### src/rtl/memmap_pkg.sv
package memmap_pkg;

  // control register bit positions (decoded by software, so they are fixed)
  localparam int CB_SHADOW_N = 0;
  localparam int CB_PROTECT  = 1;
  localparam int CB_EXPAND   = 2;
  localparam int CB_BANK     = 3;
  localparam int CB_CAPS     = 5;

  typedef enum logic [2:0] {
    RG_LOROM,
    RG_RAM,
    RG_PROT,
    RG_WIN,
    RG_HIROM
  } region_e;

  typedef struct packed {
    logic caps;
    logic bank;
    logic expand;
    logic protect;
    logic shadow_on;
  } ctrl_t;

  function automatic ctrl_t unpack_ctrl(input logic [7:0] v);
    ctrl_t c;
    c.shadow_on = ~v[CB_SHADOW_N];
    c.protect   = v[CB_PROTECT];
    c.expand    = v[CB_EXPAND];
    c.bank      = v[CB_BANK];
    c.caps      = v[CB_CAPS];
    return c;
  endfunction

endpackage

### src/rtl/memmap_ctrl_reg.sv
module memmap_ctrl_reg #(
  parameter int DW = 8,
  parameter logic [DW-1:0] RESET_VAL = '0
) (
  input  logic          clk,
  input  logic          rst_n,
  input  logic          load,
  input  logic [DW-1:0] wdata,
  output logic [DW-1:0] q
);

  always_ff @(posedge clk or negedge rst_n) begin
    if (!rst_n)    q <= RESET_VAL;
    else if (load) q <= wdata;
  end

endmodule

### src/rtl/memmap_region_dec.sv
module memmap_region_dec
  import memmap_pkg::*;
#(
  parameter int AW = 16,
  parameter logic [AW-1:0] RAM_BASE  = 16'h0800,
  parameter logic [AW-1:0] PROT_BASE = 16'h4000,
  parameter logic [AW-1:0] WIN_BASE  = 16'h8000,
  parameter logic [AW-1:0] HROM_BASE = 16'hC000
) (
  input  logic [AW-1:0] addr,
  output region_e       region
);

  always_comb begin
    if (addr >= HROM_BASE)      region = RG_HIROM;
    else if (addr >= WIN_BASE)  region = RG_WIN;
    else if (addr >= PROT_BASE) region = RG_PROT;
    else if (addr >= RAM_BASE)  region = RG_RAM;
    else                        region = RG_LOROM;
  end

endmodule

### src/rtl/memmap_route.sv
module memmap_route
  import memmap_pkg::*;
#(
  parameter int AW     = 16,
  parameter int LO_W   = 11,
  parameter int HROM_W = 14,
  parameter int WIN_W  = 14
) (
  input  logic          req,
  input  logic          we,
  input  logic [AW-1:0] addr,
  input  region_e       region,
  input  ctrl_t         ctrl,
  output logic [3:0]    sel,       // {exp, ram, hirom, lorom}
  output logic [AW-1:0] dev_addr,
  output logic          dev_we
);

  localparam int SEL_LO  = 0;
  localparam int SEL_HI  = 1;
  localparam int SEL_RAM = 2;
  localparam int SEL_EXP = 3;

  logic [AW-1:0] lo_off, hi_off, win_off;

  assign lo_off  = AW'(addr[LO_W-1:0]);
  assign hi_off  = AW'(addr[HROM_W-1:0]);
  assign win_off = AW'({ctrl.bank, addr[WIN_W-1:0]});

  always_comb begin
    sel      = '0;
    dev_addr = '0;
    dev_we   = 1'b0;
    if (req) begin
      unique case (region)
        RG_LOROM: begin
          if (!we) begin
            if (ctrl.shadow_on) sel[SEL_HI] = 1'b1;
            else                sel[SEL_LO] = 1'b1;
            dev_addr = lo_off;
          end
        end
        RG_RAM: begin
          sel[SEL_RAM] = 1'b1;
          dev_addr     = addr;
          dev_we       = we;
        end
        RG_PROT: begin
          if (!(we && ctrl.protect)) begin
            sel[SEL_RAM] = 1'b1;
            dev_addr     = addr;
            dev_we       = we;
          end
        end
        RG_WIN: begin
          if (ctrl.expand) begin
            sel[SEL_EXP] = 1'b1;
            dev_addr     = win_off;
          end else begin
            sel[SEL_RAM] = 1'b1;
            dev_addr     = addr;
          end
          dev_we = we;
        end
        RG_HIROM: begin
          if (!we) begin
            sel[SEL_HI] = 1'b1;
            dev_addr    = hi_off;
          end
        end
        default: ;
      endcase
    end
  end

endmodule

### src/rtl/memmap_status.sv
module memmap_status (
  input  logic       shift,
  input  logic       protect,
  input  logic       expand,
  input  logic       cart,
  input  logic       anykey,
  input  logic       aux,
  input  logic       rx,
  output logic [7:0] status
);

  assign status = {rx, ~anykey, aux, anykey, cart, expand, protect, shift};

endmodule

### src/rtl/memmap_ctrl.sv
module memmap_ctrl
  import memmap_pkg::*;
#(
  parameter int DW   = 8,
  parameter int IOAW = 8,
  parameter int AW   = 16,
  parameter logic [IOAW-1:0] CTRL_PORT = 8'hFF,
  parameter logic [IOAW-1:0] STAT_PORT = 8'h03
) (
  input  logic            clk,
  input  logic            rst_n,
  input  logic            io_wr_en,
  input  logic            io_rd_en,
  input  logic [IOAW-1:0] io_addr,
  input  logic [DW-1:0]   io_wdata,
  output logic [DW-1:0]   io_rdata,
  input  logic            mem_req,
  input  logic            mem_we,
  input  logic [AW-1:0]   mem_addr,
  output logic            sel_lorom,
  output logic            sel_hirom,
  output logic            sel_ram,
  output logic            sel_exp,
  output logic [AW-1:0]   dev_addr,
  output logic            dev_we,
  output logic            caps_led,
  input  logic            st_shift,
  input  logic            st_anykey,
  input  logic            st_cart,
  input  logic            st_aux,
  input  logic            st_rx
);

  logic [DW-1:0] ctrl_q;
  ctrl_t         ctrl;
  region_e       region;
  logic [3:0]    sel;
  logic [7:0]    status;
  logic          ctrl_load;

  assign ctrl_load = io_wr_en && (io_addr == CTRL_PORT);

  memmap_ctrl_reg #(.DW(DW)) u_reg (
    .clk   (clk),
    .rst_n (rst_n),
    .load  (ctrl_load),
    .wdata (io_wdata),
    .q     (ctrl_q)
  );

  assign ctrl = unpack_ctrl(ctrl_q[7:0]);

  memmap_region_dec #(.AW(AW)) u_dec (
    .addr   (mem_addr),
    .region (region)
  );

  memmap_route #(.AW(AW)) u_route (
    .req      (mem_req),
    .we       (mem_we),
    .addr     (mem_addr),
    .region   (region),
    .ctrl     (ctrl),
    .sel      (sel),
    .dev_addr (dev_addr),
    .dev_we   (dev_we)
  );

  assign sel_lorom = sel[0];
  assign sel_hirom = sel[1];
  assign sel_ram   = sel[2];
  assign sel_exp   = sel[3];
  assign caps_led  = ctrl.caps;

  memmap_status u_stat (
    .shift   (st_shift),
    .protect (ctrl.protect),
    .expand  (ctrl.expand),
    .cart    (st_cart),
    .anykey  (st_anykey),
    .aux     (st_aux),
    .rx      (st_rx),
    .status  (status)
  );

  assign io_rdata = (io_rd_en && io_addr == STAT_PORT) ? DW'(status) : '0;

  // never two devices at once
  a_r1_onehot_sel: assert property (@(posedge clk) disable iff (!rst_n)
    $onehot0({sel_lorom, sel_hirom, sel_ram, sel_exp}));

  // idle bus drives nothing
  a_r1_idle_quiet: assert property (@(posedge clk) disable iff (!rst_n)
    !mem_req |-> ({sel_lorom, sel_hirom, sel_ram, sel_exp} == 4'b0 && !dev_we));

  // shadowed writes never reach a device
  a_r3_shadow_wr_drop: assert property (@(posedge clk) disable iff (!rst_n)
    (mem_req && mem_we && mem_addr < 16'h0800 && !ctrl_q[CB_SHADOW_N])
      |-> (!dev_we && !sel_hirom && !sel_lorom));

  // protected region rejects writes
  a_r4_protect_drop: assert property (@(posedge clk) disable iff (!rst_n)
    (mem_req && mem_we && mem_addr >= 16'h4000 && mem_addr < 16'h8000 && ctrl_q[CB_PROTECT])
      |-> !dev_we);

  // expansion offset carries the bank bit
  a_r5_bank_bit: assert property (@(posedge clk) disable iff (!rst_n)
    sel_exp |-> (dev_addr[14] == ctrl_q[CB_BANK]));

  // ROM selects only on reads
  a_r6_rom_readonly: assert property (@(posedge clk) disable iff (!rst_n)
    (sel_lorom || sel_hirom) |-> (!mem_we && !dev_we));

  // a control write shows up on the lamp next cycle
  a_r7_ctrl_next: assert property (@(posedge clk) disable iff (!rst_n)
    (io_wr_en && io_addr == CTRL_PORT) |=> (caps_led == $past(io_wdata[CB_CAPS])));

  // other ports leave the control value alone
  a_r9_other_port: assert property (@(posedge clk) disable iff (!rst_n)
    !(io_wr_en && io_addr == CTRL_PORT) |=> $stable(ctrl_q));

endmodule

### config.mk
export PLATFORM = sky130hd
export DESIGN_NAME = memmap_ctrl
export DESIGN_NICKNAME = d
export VERILOG_FILES = /design/src/rtl/memmap_pkg.sv /design/src/rtl/memmap_ctrl_reg.sv /design/src/rtl/memmap_region_dec.sv /design/src/rtl/memmap_route.sv /design/src/rtl/memmap_status.sv /design/src/rtl/memmap_ctrl.sv
export SDC_FILE = /design/constraint.sdc
export NUM_CORES = 1
export LEC_CHECK = 0
export CAP_MARGIN = 10
export CORE_MARGIN = 2
export CORE_UTILIZATION = 35
export CTS_CLUSTER_SIZE = 30
export DETAILED_ROUTE_END_ITERATION = 8
export HOLD_SLACK_MARGIN = 0.1
export PLACE_DENSITY_LB_ADDON = 0.12
export SYNTH_ARGS = -nofsm -noshare
export SYNTH_HDL_FRONTEND = slang
export SYNTH_SLANG_ARGS = --single-unit
### constraint.sdc
create_clock -name clk -period 4.5 [get_ports clk]
set_input_delay 0.9 -clock clk [delete_from_list [all_inputs] [get_ports clk]]
set_output_delay 0.9 -clock clk [all_outputs]
set_load 0.005 [all_outputs]
==> flow_metrics.tcl <==
set metrics [dict create \
    netlist_top_cells_area "dfrtp_1 (14%), nand2_1 (7.3%), mux2_2 (6.5%), nor2_2 (6.5%), ha_1 (5.7%)" \
    grt_usage_pct 18.7 \
    async_flop_share_pct 100 \
    path_clk_slew_ps 40 \
    slowest_stage "clkdlybuf4s50_1" \
    r2r-start "u_reg.q[2]" \
    critPathLaunchType "input port" \
    port_buffers 69 \
    fmax_ghz 0.233 \
    ys.flop_type "dfrtp_1" \
    vdd_drop_max_mv 0.172 \
    pwr-share-seq_pct 22.5 \
    power.leakage_nw 0.632 \
    final_core_util_pct 66.9 \
    muxShareOfSynthArea_pct 6.46 \
    cts_sinks 5 \
    p_switching_mw 0.0666 \
    drt_first_pass_iters 4 \
    cts_tree "yes" \
    status "complete, no violations" \
    syn2layout_area_growth_pct 84.9 \
    grt_setup_unrepaired "no" \
    grt_max_degree 12 \
    coreArea_mm2 0.00241 \
    synth_cells 104 \
    top_regs "u_reg.q (5)" \
    synth_seq_cells 5 \
    dr_total_vias 1028 \
    routed_wl_mm 2.63 \
    min_period_ps 4300 \
    min_path_type "reg -> reg" \
    top_register "u_reg.q" \
    drc 0 \
    regToRegEndpoint "u_reg.q[2]" \
    grt_pass1_vias 971 \
    cp.required_ps 3600 \
    cp_common_cell "clkdlybuf4s50_1" \
    hp-start "u_reg.q[3]" \
    cts_buffer_depth 2 \
    ant_nets 0 \
    synth_fa_ha_area_share_pct 5.74 \
    drv_cap 0 \
    sw_frac_of_total_pct 30.5 \
    fp-row-count 18 \
    antenna_cells 0 \
    finClkSkew_ps 0 \
    die_w_um 53.9 \
    die_h_um 53.9 \
    path_class "in -> out" \
    finalSetupTns_ps 0 \
    synth_compound_area_share_pct 14.5 \
    synth_top_family_by_area "simple AND/OR/NAND/NOR gates" \
    synth_area_per_cell_um2 8.39 \
    avgRoutedWirePerCell_um 12.8 \
    synth_edf_count 0 \
    vias_per_cell 4.99 \
    crit_arrival_ps 3400 \
    crit_chain "clkdlybuf4s50_1, inv_1, ha_1, or3b_2, nor2_4, nor2_1, o31ai_2, clkdlybuf4s50_1" \
    final.fill_count 212 \
    syn_nets 151 \
    cts_made_buffers 3 \
    root_buffer "clkbuf_4" \
    setup_viol 0 \
    yosys.area.top_type_share_pct 14.3 \
    yosys.area.top_type "dfrtp_1" \
    ys_types 37 \
    holdPathStages 1 \
    slew_viol_final 0 \
    slew_headroom_pct 57.0 \
    grt_pass1_wl_mm 4.10 \
    clk-insertion-delay-late_ps 240 \
    power_density_mw_per_mm2 135 \
    critPathCaptureType "output pin" \
    ff2ff_setup_slack_ps 3690 \
    layout.nets 224 \
    cp_max_fo 6 \
    drtIter0Drc 13 \
    hold_ws_ps 511 \
    die_area_mm2 0.00291 \
    initial_core_util_pct 36.2 \
    yosysSeqAreaShare_pct 14.3 \
    drive_above_1_share_pct 21.6 \
    largest_reg_flops 5 \
    period_share_pct 95.6 \
    p_int_mw 0.152 \
    hold_path_end "u_reg.q[3]" \
    clockPowerShare_pct 23.8 \
    antenna_found_initial 0 \
    grt_overflow 0 \
    pin_count 73 \
    gp_congestion 0.805 \
    design_area_mm2 0.00161 \
    yosys.area_share.simple_pct 50.9 \
    synth_xor_area_share_pct 0 \
    reg2reg_depth 1 \
    syn-cell-area_um2 872 \
    finalHoldViolCount 0 \
    ys_warn_count 0 \
    place_area_mm2 0.00158 \
    cp_slowest_stage_delay_ps 540 \
    dpl.hpwl_mm 2.24 \
    pwr-share-comb_pct 53.7 \
    htreeDepth 1 \
    worst_pin_slew_ps 641 \
]
stage by stage:
stage / setup WS [ps] / cells / total power [mW]
5_1_grt: 13.1 / 206 / 0.234
6_report: 199 / 206 / 0.218
4_1_cts: 174 / 206 / 0.220
3_5_place_dp: 195 / 202 / 0.166
2_1_floorplan: 1260 / 104 / 0.101
3_3_place_gp: 222 / 202 / 0.163
final cells by class:
cell class                      count  area (um2)  area share [%]
Clock buffer                        4        26.3            1.63
Inverter                            3        11.3           0.698
Multi-Input combinational cell     91         679            42.1
Sequential cell                     5         125            7.76
Tap cell                           30        37.5            2.33
Timing Repair Buffer               73         733            45.5
how the worst max path moves through the flow:
stage	slack [ps]	endpoint	start	cells after the start
3_5_place_dp	190	dev_addr[2]	mem_addr[15]	9
5_1_grt	10	dev_addr[2]	mem_addr[15]	9
6_report	200	dev_addr[14]	mem_addr[15]	8
2_1_floorplan	1260	dev_addr[10]	mem_addr[15]	8
3_3_place_gp	220	dev_addr[0]	mem_addr[15]	9
4_1_cts	170	dev_addr[2]	mem_addr[15]	9
synth_stat cells, types with 2 or more instances:
cell and n:
nor3_1 4, nor2_2 9, dfrtp_1 5, nor3b_1 3, nor2_1 5, nor4_1 4, nand3_1 3, nand2_1 17
nor2_4 2, clkbuf_1 2, nor2b_1 3, inv_1 3, a21oi_1 3, nand3b_1 2, mux2_2 5, nand4_1 2
nor4b_2 2, and2_1 7, ha_1 4, nor4_4 2
per-layer routing:
layer / global-route usage, % / part of all wire [%] / wire length [um] / vias up
met3: 3.06 / 6.1 / 160 / 2
met1: 22.3 / 41 / 1070 / 468
met2: 34.3 / 53 / 1390 / 34
met4: 4.27 / 0.38 / 10 / 0
met5: 0 / 0 / 0 / -
li1: - / - / - / 524
power groups by stage:
stage	Clock [mW]	Sequential, mW	Combinational, mW
CTS	0.0540	0.0491	0.117
global placement	0	0.0495	0.113
detailed placement	0	0.0497	0.117
global route	0.0580	0.0492	0.127
finish	0.0520	0.0491	0.117
floorplan	0	0.0492	0.0514
cell families (layout without fill, tap and decap cells):
group,count (synthesis),count (layout)
AND/OR/NAND/NOR,69,69
multiplexers,5,5
adder cells (fa/ha/maj),4,4
buffers and inverters,8,80
flip-flops,5,5
AO/OA/AOI/OAI,13,13
cells in the final DEF (no fill, tap or decap), types with 2 or more instances in the layout:
master / Yosys / final
buf_4: 1 / 3
nor2_1: 5 / 5
nor4_4: 2 / 2
nand3_1: 3 / 3
dfrtp_1: 5 / 5
ha_1: 4 / 3
nor4_1: 4 / 4
nand2_1: 17 / 17
nor2_4: 2 / 2
a21oi_1: 3 / 3
nor3_1: 4 / 4
mux2_2: 5 / 5
inv_1: 3 / 3
nand3b_1: 2 / 2
nor2b_1: 3 / 3
clkdlybuf4s50_1: 0 / 69
nand4_1: 2 / 2
clkbuf_4: 0 / 3
nor4b_2: 2 / 2
nor2_2: 9 / 9
nor3b_1: 3 / 3
and2_1: 7 / 7
timing repair:
item                       4_1_cts  5_1_grt
setup endpoints to repair        0        8
hold buffers                     0        0
resized for setup                0        1
buffers inserted                 0        0
worst max-delay path, delay by kind of cell:
| family | cells | cell delay, ps |
|---|---|---|
| adders and majority gates | 1 | 200 |
| and+or+nand+nor | 3 | 760 |
| buffers and inverters | 3 | 1290 |
| AOI/OAI and AO/OA | 1 | 250 |
No activity file was read; power rests on OpenSTA's default activity.
